==> src/rtl/dwq_pkg.sv <==
package dwq_pkg;

   // Life cycle of one queue slot
   typedef enum logic [1:0] {
      SL_EMPTY = 2'd0,   // free
      SL_WAIT  = 2'd1,   // counting down
      SL_PEND  = 2'd2,   // expired, write not yet issued
      SL_DONE  = 2'd3    // write issued, waiting to be reclaimed at the head
   } slot_st_e;

endpackage

==> src/rtl/dwq_slot.sv <==
module dwq_slot
   import dwq_pkg::*;
#(
   parameter int DLY_W = 4,
   parameter int PL_W  = 8
) (
   input  logic             clk,
   input  logic             rst_n,
   input  logic             load_i,
   input  logic [DLY_W-1:0] load_dly_i,
   input  logic [PL_W-1:0]  load_pl_i,
   input  logic             tick_i,
   input  logic             issue_i,
   input  logic             free_i,
   output slot_st_e         st_o,
   output logic [PL_W-1:0]  pl_o
);

   slot_st_e         st_q;
   logic [DLY_W-1:0] cnt_q;
   logic [PL_W-1:0]  pl_q;

   always_ff @(posedge clk or negedge rst_n) begin
      if (!rst_n) begin
         st_q  <= SL_EMPTY;
         cnt_q <= '0;
         pl_q  <= '0;
      end else begin
         if (free_i) begin
            st_q <= SL_EMPTY;
         end else if (load_i) begin
            st_q  <= SL_WAIT;
            cnt_q <= (load_dly_i == '0) ? DLY_W'(1) : load_dly_i;
            pl_q  <= load_pl_i;
         end else if (st_q == SL_WAIT && tick_i) begin
            cnt_q <= cnt_q - DLY_W'(1);
            if (cnt_q == DLY_W'(1)) st_q <= SL_PEND;
         end else if (st_q == SL_PEND && issue_i) begin
            st_q <= SL_DONE;
         end
      end
   end

   assign st_o = st_q;
   assign pl_o = pl_q;

   AST_EXPIRE_ON_TICK: assert property (@(posedge clk) disable iff (!rst_n) (st_q == SL_PEND && $past(st_q) == SL_WAIT) |-> ($past(tick_i) && $past(cnt_q) == DLY_W'(1)));
   AST_FREE_AFTER_WRITE: assert property (@(posedge clk) disable iff (!rst_n) (st_q == SL_EMPTY && $past(st_q) != SL_EMPTY) |-> ($past(st_q) == SL_DONE));
   AST_LOAD_INTO_EMPTY: assert property (@(posedge clk) disable iff (!rst_n) load_i |-> (st_q == SL_EMPTY));

endmodule

==> src/rtl/dwq_pick.sv <==
module dwq_pick #(
   parameter int N     = 8,
   parameter int PTR_W = 3
) (
   input  logic [N-1:0]     pend_i,
   input  logic [PTR_W-1:0] base_i,
   output logic [PTR_W-1:0] sel_o,
   output logic             vld_o
);

   // Oldest pending slot, scanning forward from the head pointer.
   // Walking from the far end lets the nearest hit win last.
   always_comb begin
      sel_o = '0;
      vld_o = 1'b0;
      for (int k = N - 1; k >= 0; k--) begin
         if (pend_i[base_i + PTR_W'(k)]) begin
            sel_o = base_i + PTR_W'(k);
            vld_o = 1'b1;
         end
      end
   end

endmodule

==> src/rtl/dwq_wrfmt.sv <==
module dwq_wrfmt #(
   parameter int DATA_W = 64,
   parameter int BIT_W  = 6
) (
   input  logic [DATA_W-1:0] value_i,
   input  logic              wide_i,
   input  logic              bit_en_i,
   input  logic [BIT_W-1:0]  bitno_i,
   output logic [DATA_W-1:0] mask_o,
   output logic [DATA_W-1:0] data_o
);

   localparam int HALF_W = DATA_W / 2;

   logic [DATA_W-1:0] size_mask;
   logic [DATA_W-1:0] onehot;
   logic [BIT_W-1:0]  bit_eff;
   logic              nonzero;

   always_comb begin
      size_mask = wide_i ? {DATA_W{1'b1}} : {{HALF_W{1'b0}}, {HALF_W{1'b1}}};
      bit_eff   = wide_i ? bitno_i : {1'b0, bitno_i[BIT_W-2:0]};
      onehot    = DATA_W'(1) << bit_eff;
      nonzero   = |(value_i & size_mask);
      if (bit_en_i) begin
         // set or clear one bit; the mask protects every other bit
         mask_o = onehot;
         data_o = nonzero ? onehot : '0;
      end else begin
         mask_o = size_mask;
         data_o = value_i & size_mask;
      end
   end

endmodule

==> src/rtl/delayed_write_queue.sv <==
module delayed_write_queue
   import dwq_pkg::*;
#(
   parameter int NSLOT  = 8,
   parameter int DLY_W  = 4,
   parameter int IDX_W  = 5,
   parameter int DATA_W = 64
) (
   input  logic                        clk,
   input  logic                        rst_n,
   input  logic                        enq_valid_i,
   input  logic [IDX_W-1:0]            enq_dest_i,
   input  logic [DLY_W-1:0]            enq_delay_i,
   input  logic [DATA_W-1:0]           enq_value_i,
   input  logic                        enq_wide_i,
   input  logic                        enq_bit_en_i,
   input  logic [$clog2(DATA_W)-1:0]   enq_bit_i,
   output logic                        enq_full_o,
   input  logic                        tick_i,
   output logic                        busy_o,
   output logic                        wr_en_o,
   output logic [IDX_W-1:0]            wr_dest_o,
   output logic [DATA_W-1:0]           wr_mask_o,
   output logic [DATA_W-1:0]           wr_data_o,
   output logic                        err_o
);

   localparam int PTR_W  = $clog2(NSLOT);
   localparam int CNT_W  = $clog2(NSLOT + 1);
   localparam int BIT_W  = $clog2(DATA_W);
   localparam int PL_W   = IDX_W + DATA_W + 2 + BIT_W;
   localparam int OFS_BE = BIT_W;
   localparam int OFS_WD = BIT_W + 1;
   localparam int OFS_VL = BIT_W + 2;
   localparam int OFS_DS = BIT_W + 2 + DATA_W;

   // elaboration-time parameter checks
   if (NSLOT < 2 || (1 << PTR_W) != NSLOT) begin : g_bad_nslot
      $error("NSLOT must be a power of two, at least 2");
   end
   if (DATA_W < 8 || (1 << BIT_W) != DATA_W) begin : g_bad_data_w
      $error("DATA_W must be a power of two, at least 8");
   end
   if (DLY_W < 1 || IDX_W < 1) begin : g_bad_widths
      $error("DLY_W and IDX_W must be at least 1");
   end

   logic [PTR_W-1:0] rptr_q, wptr_q;
   logic [CNT_W-1:0] cnt_q;
   slot_st_e         st_v [NSLOT];
   logic [PL_W-1:0]  pl_v [NSLOT];
   logic [NSLOT-1:0] pend_v;
   logic [PTR_W-1:0] sel;
   logic             sel_vld;
   logic             take, tick_go, head_free, full, busy;
   logic [PL_W-1:0]  enq_pl, sel_pl;

   assign full      = (cnt_q == CNT_W'(NSLOT));
   assign take      = enq_valid_i && !full;
   assign busy      = |pend_v;
   assign tick_go   = tick_i && !busy;
   assign head_free = (st_v[rptr_q] == SL_DONE);
   assign enq_pl    = {enq_dest_i, enq_value_i, enq_wide_i, enq_bit_en_i, enq_bit_i};

   for (genvar g = 0; g < NSLOT; g++) begin : g_slot
      dwq_slot #(
         .DLY_W (DLY_W),
         .PL_W  (PL_W)
      ) u_slot (
         .clk        (clk),
         .rst_n      (rst_n),
         .load_i     (take && wptr_q == PTR_W'(g)),
         .load_dly_i (enq_delay_i),
         .load_pl_i  (enq_pl),
         .tick_i     (tick_go),
         .issue_i    (sel_vld && sel == PTR_W'(g)),
         .free_i     (head_free && rptr_q == PTR_W'(g)),
         .st_o       (st_v[g]),
         .pl_o       (pl_v[g])
      );
      assign pend_v[g] = (st_v[g] == SL_PEND);
   end

   dwq_pick #(
      .N     (NSLOT),
      .PTR_W (PTR_W)
   ) u_pick (
      .pend_i (pend_v),
      .base_i (rptr_q),
      .sel_o  (sel),
      .vld_o  (sel_vld)
   );

   assign sel_pl = pl_v[sel];

   dwq_wrfmt #(
      .DATA_W (DATA_W),
      .BIT_W  (BIT_W)
   ) u_fmt (
      .value_i  (sel_pl[OFS_VL +: DATA_W]),
      .wide_i   (sel_pl[OFS_WD]),
      .bit_en_i (sel_pl[OFS_BE]),
      .bitno_i  (sel_pl[BIT_W-1:0]),
      .mask_o   (wr_mask_o),
      .data_o   (wr_data_o)
   );

   always_ff @(posedge clk or negedge rst_n) begin
      if (!rst_n) begin
         rptr_q <= '0;
         wptr_q <= '0;
         cnt_q  <= '0;
      end else begin
         if (take)      wptr_q <= wptr_q + PTR_W'(1);
         if (head_free) rptr_q <= rptr_q + PTR_W'(1);
         cnt_q <= cnt_q + CNT_W'(take) - CNT_W'(head_free);
      end
   end

   assign enq_full_o = full;
   assign busy_o     = busy;
   assign wr_en_o    = sel_vld;
   assign wr_dest_o  = sel_pl[OFS_DS +: IDX_W];
   assign err_o      = (rptr_q != wptr_q) && (cnt_q == '0);

   AST_NO_OVERFLOW: assert property (@(posedge clk) disable iff (!rst_n) cnt_q <= CNT_W'(NSLOT));
   AST_FULL_REJECT: assert property (@(posedge clk) disable iff (!rst_n) (enq_valid_i && enq_full_o) |=> $stable(wptr_q));
   AST_PTR_CONSIST: assert property (@(posedge clk) disable iff (!rst_n) !err_o);
   AST_ONE_WRITE_PER_CYCLE: assert property (@(posedge clk) disable iff (!rst_n) busy_o |=> ($countones(pend_v) == $past($countones(pend_v)) - 1));

endmodule

==> config.mk <==
export PLATFORM = sky130hd
export DESIGN_NAME = delayed_write_queue
export DESIGN_NICKNAME = d
export VERILOG_FILES = /design/src/rtl/dwq_pkg.sv /design/src/rtl/dwq_slot.sv /design/src/rtl/dwq_pick.sv /design/src/rtl/dwq_wrfmt.sv /design/src/rtl/delayed_write_queue.sv
export SDC_FILE = /design/constraint.sdc
export NUM_CORES = 1
export LEC_CHECK = 0
export BUFFER_PORTS_ARGS = -buffer_cell sky130_fd_sc_hd__clkbuf_2
export CORE_MARGIN = 8
export CORE_UTILIZATION = 48
export CTS_BUF_LIST = sky130_fd_sc_hd__clkbuf_8
export CTS_CLUSTER_DIAMETER = 40
export DETAILED_ROUTE_END_ITERATION = 10
export PLACE_DENSITY = 0.64
export RECOVER_POWER = 25
export SLEW_MARGIN = 0
export SYNTH_ARGS = -nofsm -noshare
export SYNTH_HDL_FRONTEND = slang
export SYNTH_SLANG_ARGS = --single-unit
==> constraint.sdc <==
create_clock -name clk -period 10.7 [get_ports clk]
set_input_delay 2.14 -clock clk [delete_from_list [all_inputs] [get_ports clk]]
set_output_delay 2.14 -clock clk [all_outputs]
set_load 0.02 [all_outputs]
After elaboration in Yosys (flattened, before gate mapping)
Index checks and enable logic that the tools add are counted. Widths: inputs -> output; s select.

Flip-flop bits (word level): 674. Input port bits: 85. Output and inout bits: 137. Logic and storage cells: 315.

Add/sub/neg operators: 18. $lt $le $gt $ge: 10. Equal/unequal tests: 56. Shift-type cells: 1. Mux-type cells: 100. Bitwise gates (word level): 11. Reductions and logical operators: 92.

Operators with widths (count): $mux 64 (4); $bmux 77 s3 (1); $mux 77 (2); $mux 2 (42); $mux 4 (17); $and 64x64->64 (1); $reduce_or 64->1 (1); $shl 1x6->64 const A (1); $reduce_and 2->1 (24); $logic_and 1x1->1 (43); $eq 3x3->1 const B (12); $eq 4x1->1 const B (8); $lt 3x4->1 const B (8); $ne 4x2->1 const B (8); $reduce_bool 4->1 (8); $sub 4x1->4 const B (8); $bmux 1 s3 (8); $mux 3 (8); $eq 2x2->1 const B (9); $eq 3x2->1 const B (6); $eq 2x1->1 const B (8); $mux 1 (16); $reduce_bool 2->1 (8); $add 3x3->3 const B (4); 16 further kinds (33).

Logic depth before layout (Yosys ltp)
Gate-level depths: netlist (run 1).

Word-level depth: 20. Mapped depth: 28. Gate-level depth less buffers: 16.

Hierarchy
From an unflattened synthesis (run 1), not the netlist that was laid out.

Cell total of the unflattened synthesis: 2585. Area total of the unflattened synthesis: 34964.8 µm².

By module, submodules not included: dwq_slot (instances 8, cells an instance 206, area an instance 3256.9 µm², seq. area each 2077.0 µm²); delayed_write_queue (instances 1, cells an instance 399, area an instance 5693.0 µm², seq. area each 250.2 µm²); dwq_wrfmt (instances 1, cells an instance 448, area an instance 2434.8 µm², seq. area each 0.0 µm²); dwq_pick (instances 1, cells an instance 90, area an instance 782.0 µm², seq. area each 0.0 µm²).

Least setup slack after synthesis (run 1)
OpenSTA, ideal clock, no wires.

Kind: register to output. From: register rptr_q[0]. To: output wr_data_o[46]. Data arrival time: 6.505 ns. Required time: 8.560 ns. Slack: 2.055 ns. Stages on the path, launching flop included: 26. Path buffers: 10. Cells stage by stage: dfrtp_1 -> buf_4 -> inv_2 -> clkbuf_1 -> clkbuf_1 -> clkbuf_1 -> clkbuf_1 -> ha_1 -> buf_2 -> inv_1 -> mux4_2 -> mux2_2 -> or3_1 -> o2111a_2 -> o21a_1 -> buf_2 -> buf_2 -> buf_2 -> buf_2 -> mux2i_1 -> mux2i_1 -> mux2i_1 -> nor2b_1 -> nand2_1 -> or2_1 -> o32ai_1.

Word-level cells in the longest chain between the ends: 20. Elaborated cells between the ends (all ways): 42. Classes of those cells: 7 x add/sub; 1 x shift; 31 x mux; 2 x bitwise; 1 x reduce/logical.

RTL lines: from (decl) (line delayed_write_queue.sv:48) `logic [PTR_W-1:0] rptr_q, wptr_q;`; from (signal assigned) (line delayed_write_queue.sv:115) `if (head_free) rptr_q <= rptr_q + PTR_W'(1);`; $add 3x3->3 (line dwq_pick.sv:17, dwq_pick.sv:18); $bmux 1 s3 (line dwq_pick.sv:17) `if (pend_i[base_i + PTR_W'(k)]) begin`; $mux 1 (not written as such) (line dwq_pick.sv:17); $mux 3 (7 in a row) (line dwq_pick.sv:17); $mux 3 (*) (line dwq_pick.sv:17); $not 3->4 (not written as such) (*) (line delayed_write_queue.sv:94) `assign sel_pl = pl_v[sel];`; $bmux 77 s3 (*) (line delayed_write_queue.sv:94); $mux 77 (not written as such) (*) (2 in a row) (line delayed_write_queue.sv:94); $mux 64 (line dwq_wrfmt.sv:21) `size_mask = wide_i ? {DATA_W{1'b1}} : {{HALF_W{1'b0}}, {HALF_W{1'b1}}};`; $and 64x64->64 (line dwq_wrfmt.sv:24, dwq_wrfmt.sv:31); $reduce_or 64->1 (line dwq_wrfmt.sv:24) `nonzero = |(value_i & size_mask);`; $mux 64 (line dwq_wrfmt.sv:28) `data_o = nonzero ? onehot : '0;`; $mux 64 (*) (line dwq_wrfmt.sv:25) `if (bit_en_i) begin`; to (decl) (line delayed_write_queue.sv:24) `output logic [DATA_W-1:0] wr_data_o,`.

Mark *: on every way between the ends. The rest lies on a longest branch, timed or not. The select of a mux whose other input is x is not followed.

Final worst setup path (run 1)
From: register rptr_q[1]. To: output wr_data_o[2].

The elaborated chain is that of the path after synthesis.

==> results of run 1 <==
cell type report:
cell class | instances | area share [%]
clock buffer | 162 | 5.414
tap | 978 | 2.971
clock inverter | 63 | 0.9995
antenna | 14 | 0.08507
multi-input combinational | 2463 | 45.02
timing repair buffer | 284 | 4.001
inverter | 59 | 0.5377
sequential | 674 | 40.97
routing by layer:
| layer | track usage (%) | part of all wire [%] | vias to the layer above |
|---|---|---|---|
| li1 | - | - | 13062 |
| met1 | 38.58 | 45 | 14998 |
| met2 | 40.31 | 44 | 1252 |
| met3 | 6.518 | 8.1 | 267 |
| met4 | 10.56 | 3.0 | 12 |
| met5 | 0 | 0.083 | - |
synthesized netlist by cell type (all sizes together), types with 6 or more instances:
library cell    n  share of area, %
o21ai         209               2.9
a41oi           8              0.19
nor3           72              0.98
a21o           12              0.25
mux4           12              0.74
mux2i         153               4.3
nor2          193               2.0
inv            58              0.59
o2111ai        14              0.33
nor4            7              0.12
clkbuf        139               1.4
o32a            8              0.22
and2           14              0.24
o221ai         74               1.8
o22ai          80               1.4
a221oi         10              0.24
a221o           6              0.16
buf           129               1.7
nand2         364               3.7
nand3         122               1.7
o211ai         33              0.69
o22a            8              0.19
a31oi          29              0.51
o2bb2ai         9              0.22
o211a           8              0.22
mux2          627                19
dfrtp         674                46
nand3b          9              0.18
a22oi           8              0.20
or3             9              0.17
o21a           10              0.20
a21oi         101               1.5
a211oi         29              0.61
or2            21              0.36
nand4          11              0.19
ha             35               1.2
o31ai          10              0.20
and3           15              0.26
nand2b         26              0.44
o32ai          28              0.67
nor2b          16              0.27
flip-flops by register name, summed over array words and instances, names as in the netlist:
| signal | flops |
|---|---|
| cnt_q | 4 |
| g_slot.u_slot.cnt_q | 32 |
| rptr_q | 3 |
| g_slot.u_slot.pl_o | 616 |
| wptr_q | 3 |
| g_slot.u_slot.st_o | 16 |
how the worst min path moves through the flow:
stage | end | cells past startpoint | from
2_1_floorplan | g_slot[1].u_slot.pl_o[64]$_DFFE_PN0P_ | 1 | g_slot[1].u_slot.pl_o[64]$_DFFE_PN0P_
3_3_place_gp | g_slot[5].u_slot.pl_o[68]$_DFFE_PN0P_ | 1 | g_slot[5].u_slot.pl_o[68]$_DFFE_PN0P_
3_5_place_dp | g_slot[0].u_slot.pl_o[65]$_DFFE_PN0P_ | 1 | g_slot[0].u_slot.pl_o[65]$_DFFE_PN0P_
4_1_cts | g_slot[0].u_slot.pl_o[65]$_DFFE_PN0P_ | 1 | g_slot[0].u_slot.pl_o[65]$_DFFE_PN0P_
5_1_grt | g_slot[1].u_slot.pl_o[67]$_DFFE_PN0P_ | 1 | g_slot[1].u_slot.pl_o[67]$_DFFE_PN0P_
6_report | g_slot[0].u_slot.pl_o[65]$_DFFE_PN0P_ | 1 | g_slot[0].u_slot.pl_o[65]$_DFFE_PN0P_
kinds of logic (layout without fill, tap and decap cells):
group / count (synthesis) / after routing / share of synthesized area, %
flops: 674 / 674 / 46.03
fa+ha+maj: 36 / 36 / 1.250
mux: 792 / 792 / 24.26
xor+xnor: 9 / 9 / 0.2151
simple gates: 897 / 897 / 11.03
buf+inv: 327 / 568 / 3.722
other cells: 0 / 14 / 0
compound gates: 729 / 729 / 13.48
worst max-delay path: cells and delay by family (launching register included):
| family | cells | cell delay [ns] |
|---|---|---|
| buf+inv | 3 | 0.68 |
| flops | 1 | 0.52 |
| mux | 3 | 0.90 |
| compound gates | 5 | 2.70 |
| fa+ha+maj | 1 | 0.55 |
| simple gates | 5 | 2.01 |
per-stage QoR:
stage,instances,hold slack (ns),setup WS (ns),area (um^2)
after floorplan,3464,0.4728,2.055,36640
after global placement,4458,0.4821,1.255,38540
after detailed placement,4458,0.4883,1.111,38540
after CTS,4683,0.5010,0.2389,41180
after global routing,4689,0.5074,0.2107,41160
final,4697,0.4973,0.4116,41180
repair_timing:
item / in CTS / in global routing
resized for setup: 0 / 6
hold buffers: 0 / 0
endpoints found under the setup margin: 0 / 64
==> impl_metrics.yaml, run 1 <==
run_status:
  outcome: "complete, but fails checks"
  failed_checks: "capacitance limit, slew limit"
critical_path:
  r2r_slack_ns: 5.79
  worstReg2RegEnd: "g_slot[0].u_slot.st_o[0]$_DFFE_PN0P_"
  rr_startpoint: "rptr_q[1]$_DFFE_PN0P_"
  crit_path_start_kind: "register"
  crit_arrival_ns: 8.15
  cp_max_fo: 32
  crit_type: "register to output port"
  crit_start: "rptr_q[1]$_DFFE_PN0P_"
  crit_path_max_incr_delay_ns: 0.76
  required_ns: 8.56
  reg2reg_depth: 12
  cp_slowest_cell: "a22oi_4"
  path_cells: "inv_1, ha_1, inv_1, mux4_2, mux2i_1, o211ai_1, o21ai_4, o21ai_4, mux2_2, nand2_1, nand4_1, or4b_1, or4_1, or3_4, a22oi_4, o22ai_1, clkbuf_2"
  setup.worst_path.end: "wr_data_o[2]"
  end_kind: "output port"
logic_synthesis:
  yosysUniqueCellTypes: 90
  synthFlopType: "dfrtp_1"
  syn_area_mm2: 0.03664
  synth_edf_count: 0
  async_flop_share_pct: 100.0
  synth-seq-cells: 674
  avgSynthCellArea_um2: 10.58
  syn_nets: 3585
  synth_cells: 3464
  ys_seq_area_share_pct: 46.03
  ys_warn_count: 0
flow_run:
  drv_cap: 4
global_route:
  grt_overflow: 0
  grt_util_all_layers_pct: 27.26
  grt_antenna_before_repair: 20
  grt_pass1_wl_mm: 182.3
  grt_pass1_vias: 29150
  grt_start_max_net_pins: 150
drt:
  antenna_left: 0
  wirelength_mm: 119.2
  dr_total_vias: 29591
  route.detailed.drc: 0
  avgRoutedWirePerCell_um: 25.38
  via_per_inst: 6.300
  drtPass1Iterations: 6
  drtIter0Drc: 2894
timing:
  rsz0062_at_grt: "no"
  slew_headroom_pct: -188.0
  totalNegativeSetupSlack_ns: 0
  slew_violations: 420
  fin_skew_ns: 0.04373
  hold_viol_final: 0
  timing.fmax_mhz: 97.20
  worst_pin_slew_ns: 4.319
  finalSetupViolations: 0
  period_share_pct: 96.15
  min_period_ns: 10.29
clock_network:
  cts.htree.levels: 4
  clk_path_buf_depth: 3
  cts_tree: "built"
  clock_sinks: 674
  clk_latency_ns: 0.80
  cts.reportedPaths.clkPinSlew_ns: 0.06
  cts_buffers: 130
  cts_setup_buffers: 0
  root_buffer: "clkbuf_8"
finish:
  regArea_mm2: 0.01687
  multi_input_area_mm2: 0.01854
  layout_commonest_cell: "dfrtp_1"
  final_core_util_pct: 54.32
  final_cell_mix: "671 x dfrtp_1, 622 x mux2_2, 360 x nand2_1"
  layout.nets: 3733
  final_layout_size_suffix_gt1_share_pct: 31.42
  syn_to_final_growth_pct: 12.40
  nFillCells: 6658
placed_design:
  place.gp.congestion: 0.8825
  numPortBuffers: 221
  hpwl_mm: 75.57
floorplanning:
  die-area_mm2: 0.08543
  io_pins: 222
  coreArea_mm2: 0.07582
  die_h_um: 292.3
  fp.dieW_um: 292.3
  floorplan.initialDensity_pct: 48.33
  num_rows: 101
min_path:
  hp-class: "register to register"
Power of run 1 is left out: the tool's default activity adds up to more than one toggle a clock period on the data nets, which glitch-free logic cannot reach.
==> inputs of run 2 (changes only) <==
- CORE_UTILIZATION: 48 -> 40
- PLACE_DENSITY: 0.64 -> 0.58
==> run 2 against run 1 <==
Compared with the run above:
- the flow still finishes with violations (capacitance limit, slew limit)
- die area increased by 19%
- final cell count increased by 4.6%
- via count increased by 0.39%
- global-route usage decreased by 3.3 points
- routed wire length increased by 4.7%
- critical path depth unchanged
- hold slack improved by 0.0013 ns
- cell area increased by 1.2%
- non-clock buffer count increased by 4
==> impl_metrics.yaml, run 2 (synthesis gave the netlist of run 1 again) <==
drt:
  dr_total_vias: 29705
  route.detailed.drc: 0
  drtPass1Iterations: 6
  antenna_left: 0
  wirelength_mm: 124.8
  via_per_inst: 6.047
  avgRoutedWirePerCell_um: 25.42
  drtIter0Drc: 2876
placed_design:
  dp_cells: 4670
  hpwl_mm: 78.70
  place.gp.congestion: 0.8520
  numPortBuffers: 221
clock_network:
  cts_setup_buffers: 0
  cts_buffers: 132
  cts-resized-gates: 0
  clk_path_buf_depth: 3
  clk_latency_ns: 0.80
  clock_sinks: 674
  cts_tree: "built"
  cts.reportedPaths.clkPinSlew_ns: 0.06
  cts.htree.levels: 4
  root_buffer: "clkbuf_8"
  cts_hold_buf: 0
finish:
  final_core_util_pct: 45.69
  final_cell_mix: "672 x dfrtp_1, 622 x mux2_2, 362 x nand2_1"
  layout.nets: 3739
  largest_reg_flops: 616
  layout_commonest_cell: "dfrtp_1"
  final_cells: 4912
  syn_to_final_growth_pct: 13.77
  final_layout_size_suffix_gt1_share_pct: 31.58
global_route:
  grt_pass1_wl_mm: 190.0
  grt_pass1_vias: 29443
  grt_start_max_net_pins: 171
  grt_util_all_layers_pct: 24.01
  grt_antenna_before_repair: 14
  grt_overflow: 0
timing:
  hold_viol_final: 0
  min_period_ns: 10.28
  timing.fmax_mhz: 97.27
  slew_headroom_pct: -201.4
  fin_skew_ns: 0.04450
  totalNegativeSetupSlack_ns: 0
  finalSetupViolations: 0
  holdWs_ns: 0.4987
  rsz0062_at_grt: "no"
  period_share_pct: 96.08
  slew_violations: 294
  worst_pin_slew_ns: 4.521
floorplanning:
  io_pins: 222
  die-area_mm2: 0.1015
  die_h_um: 318.7
  fp.dieW_um: 318.7
  coreArea_mm2: 0.09125
  floorplan.initialDensity_pct: 40.16
  num_rows: 111
critical_path:
  crit_path_start_kind: "register"
  path_cells: "inv_1, ha_2, inv_1, mux4_2, mux2i_1, o211ai_1, o21ai_4, o21ai_4, mux2_2, nand2_1, nand4_1, or4b_1, or4_1, or3_4, a22oi_4, o22ai_1, clkbuf_2"
  end_kind: "output port"
  cp_slowest_cell: "o21ai_4"
  crit_arrival_ns: 8.14
  crit_path_max_incr_delay_ns: 0.83
  cp_max_fo: 32
  required_ns: 8.56
  crit_type: "register to output port"
run_status:
  outcome: "complete, but fails checks"
  failed_checks: "capacitance limit, slew limit"
flow_run:
  drv_cap: 3
min_path:
  hp-class: "register to register"
## run 2: area by class of cell
cell class | count | area (um^2)
repair buffers | 288 | 1702
diodes | 9 | 22.52
flip-flops and latches | 674 | 16870
multi-input cells | 2463 | 18540
clock buffers | 166 | 2285
clock inverters | 67 | 561.8
fillers | 8523 | 49560
inverters | 59 | 221.5
well taps | 1186 | 1484
## run 2: final timing paths
path | from | to | slack, ns | cells after the start
hold reg to reg | g_slot[5].u_slot.pl_o[68]$_DFFE_PN0P_ | g_slot[5].u_slot.pl_o[68]$_DFFE_PN0P_ | 0.50 | 1
setup / recovery | rptr_q[1]$_DFFE_PN0P_ | wr_data_o[10] | 0.42 | 17
hold / removal | g_slot[5].u_slot.pl_o[68]$_DFFE_PN0P_ | g_slot[5].u_slot.pl_o[68]$_DFFE_PN0P_ | 0.50 | 1
setup reg to reg | rptr_q[0]$_DFFE_PN0P_ | g_slot[6].u_slot.st_o[0]$_DFFE_PN0P_ | 5.59 | 12
max in group asynchronous | rst_n | g_slot[5].u_slot.pl_o[17]$_DFFE_PN0P_ | 2.03 | 3
min in group asynchronous | rst_n | g_slot[7].u_slot.pl_o[0]$_DFFE_PN0P_ | 2.95 | 1
## run 2: per-layer routing
metal	share of wire, %	up-vias	track usage, %
met5	0.029	-	0
met4	2.7	6	7.640
met3	7.4	238	5.030
met2	44	1227	36.33
met1	46	15144	34.22
li1	-	13090	-
## run 2: through the flow
step / instance area, um^2 / setup WS [ns]
2_1_floorplan: 36640 / 2.055
3_3_place_gp: 38840 / 1.249
3_5_place_dp: 38840 / 1.077
4_1_cts: 41690 / 0.1739
5_1_grt: 41670 / 0.03554
6_report: 41690 / 0.4198
## run 2: critical path: cells and delay by family (launching register included)
family	cells	cell delay [ns]
buf+inv	3	0.77
fa+ha+maj	1	0.44
simple gates	5	1.87
flops	1	0.51
compound gates	5	2.85
mux	3	0.87
Power of run 2 is left out for the same reason.
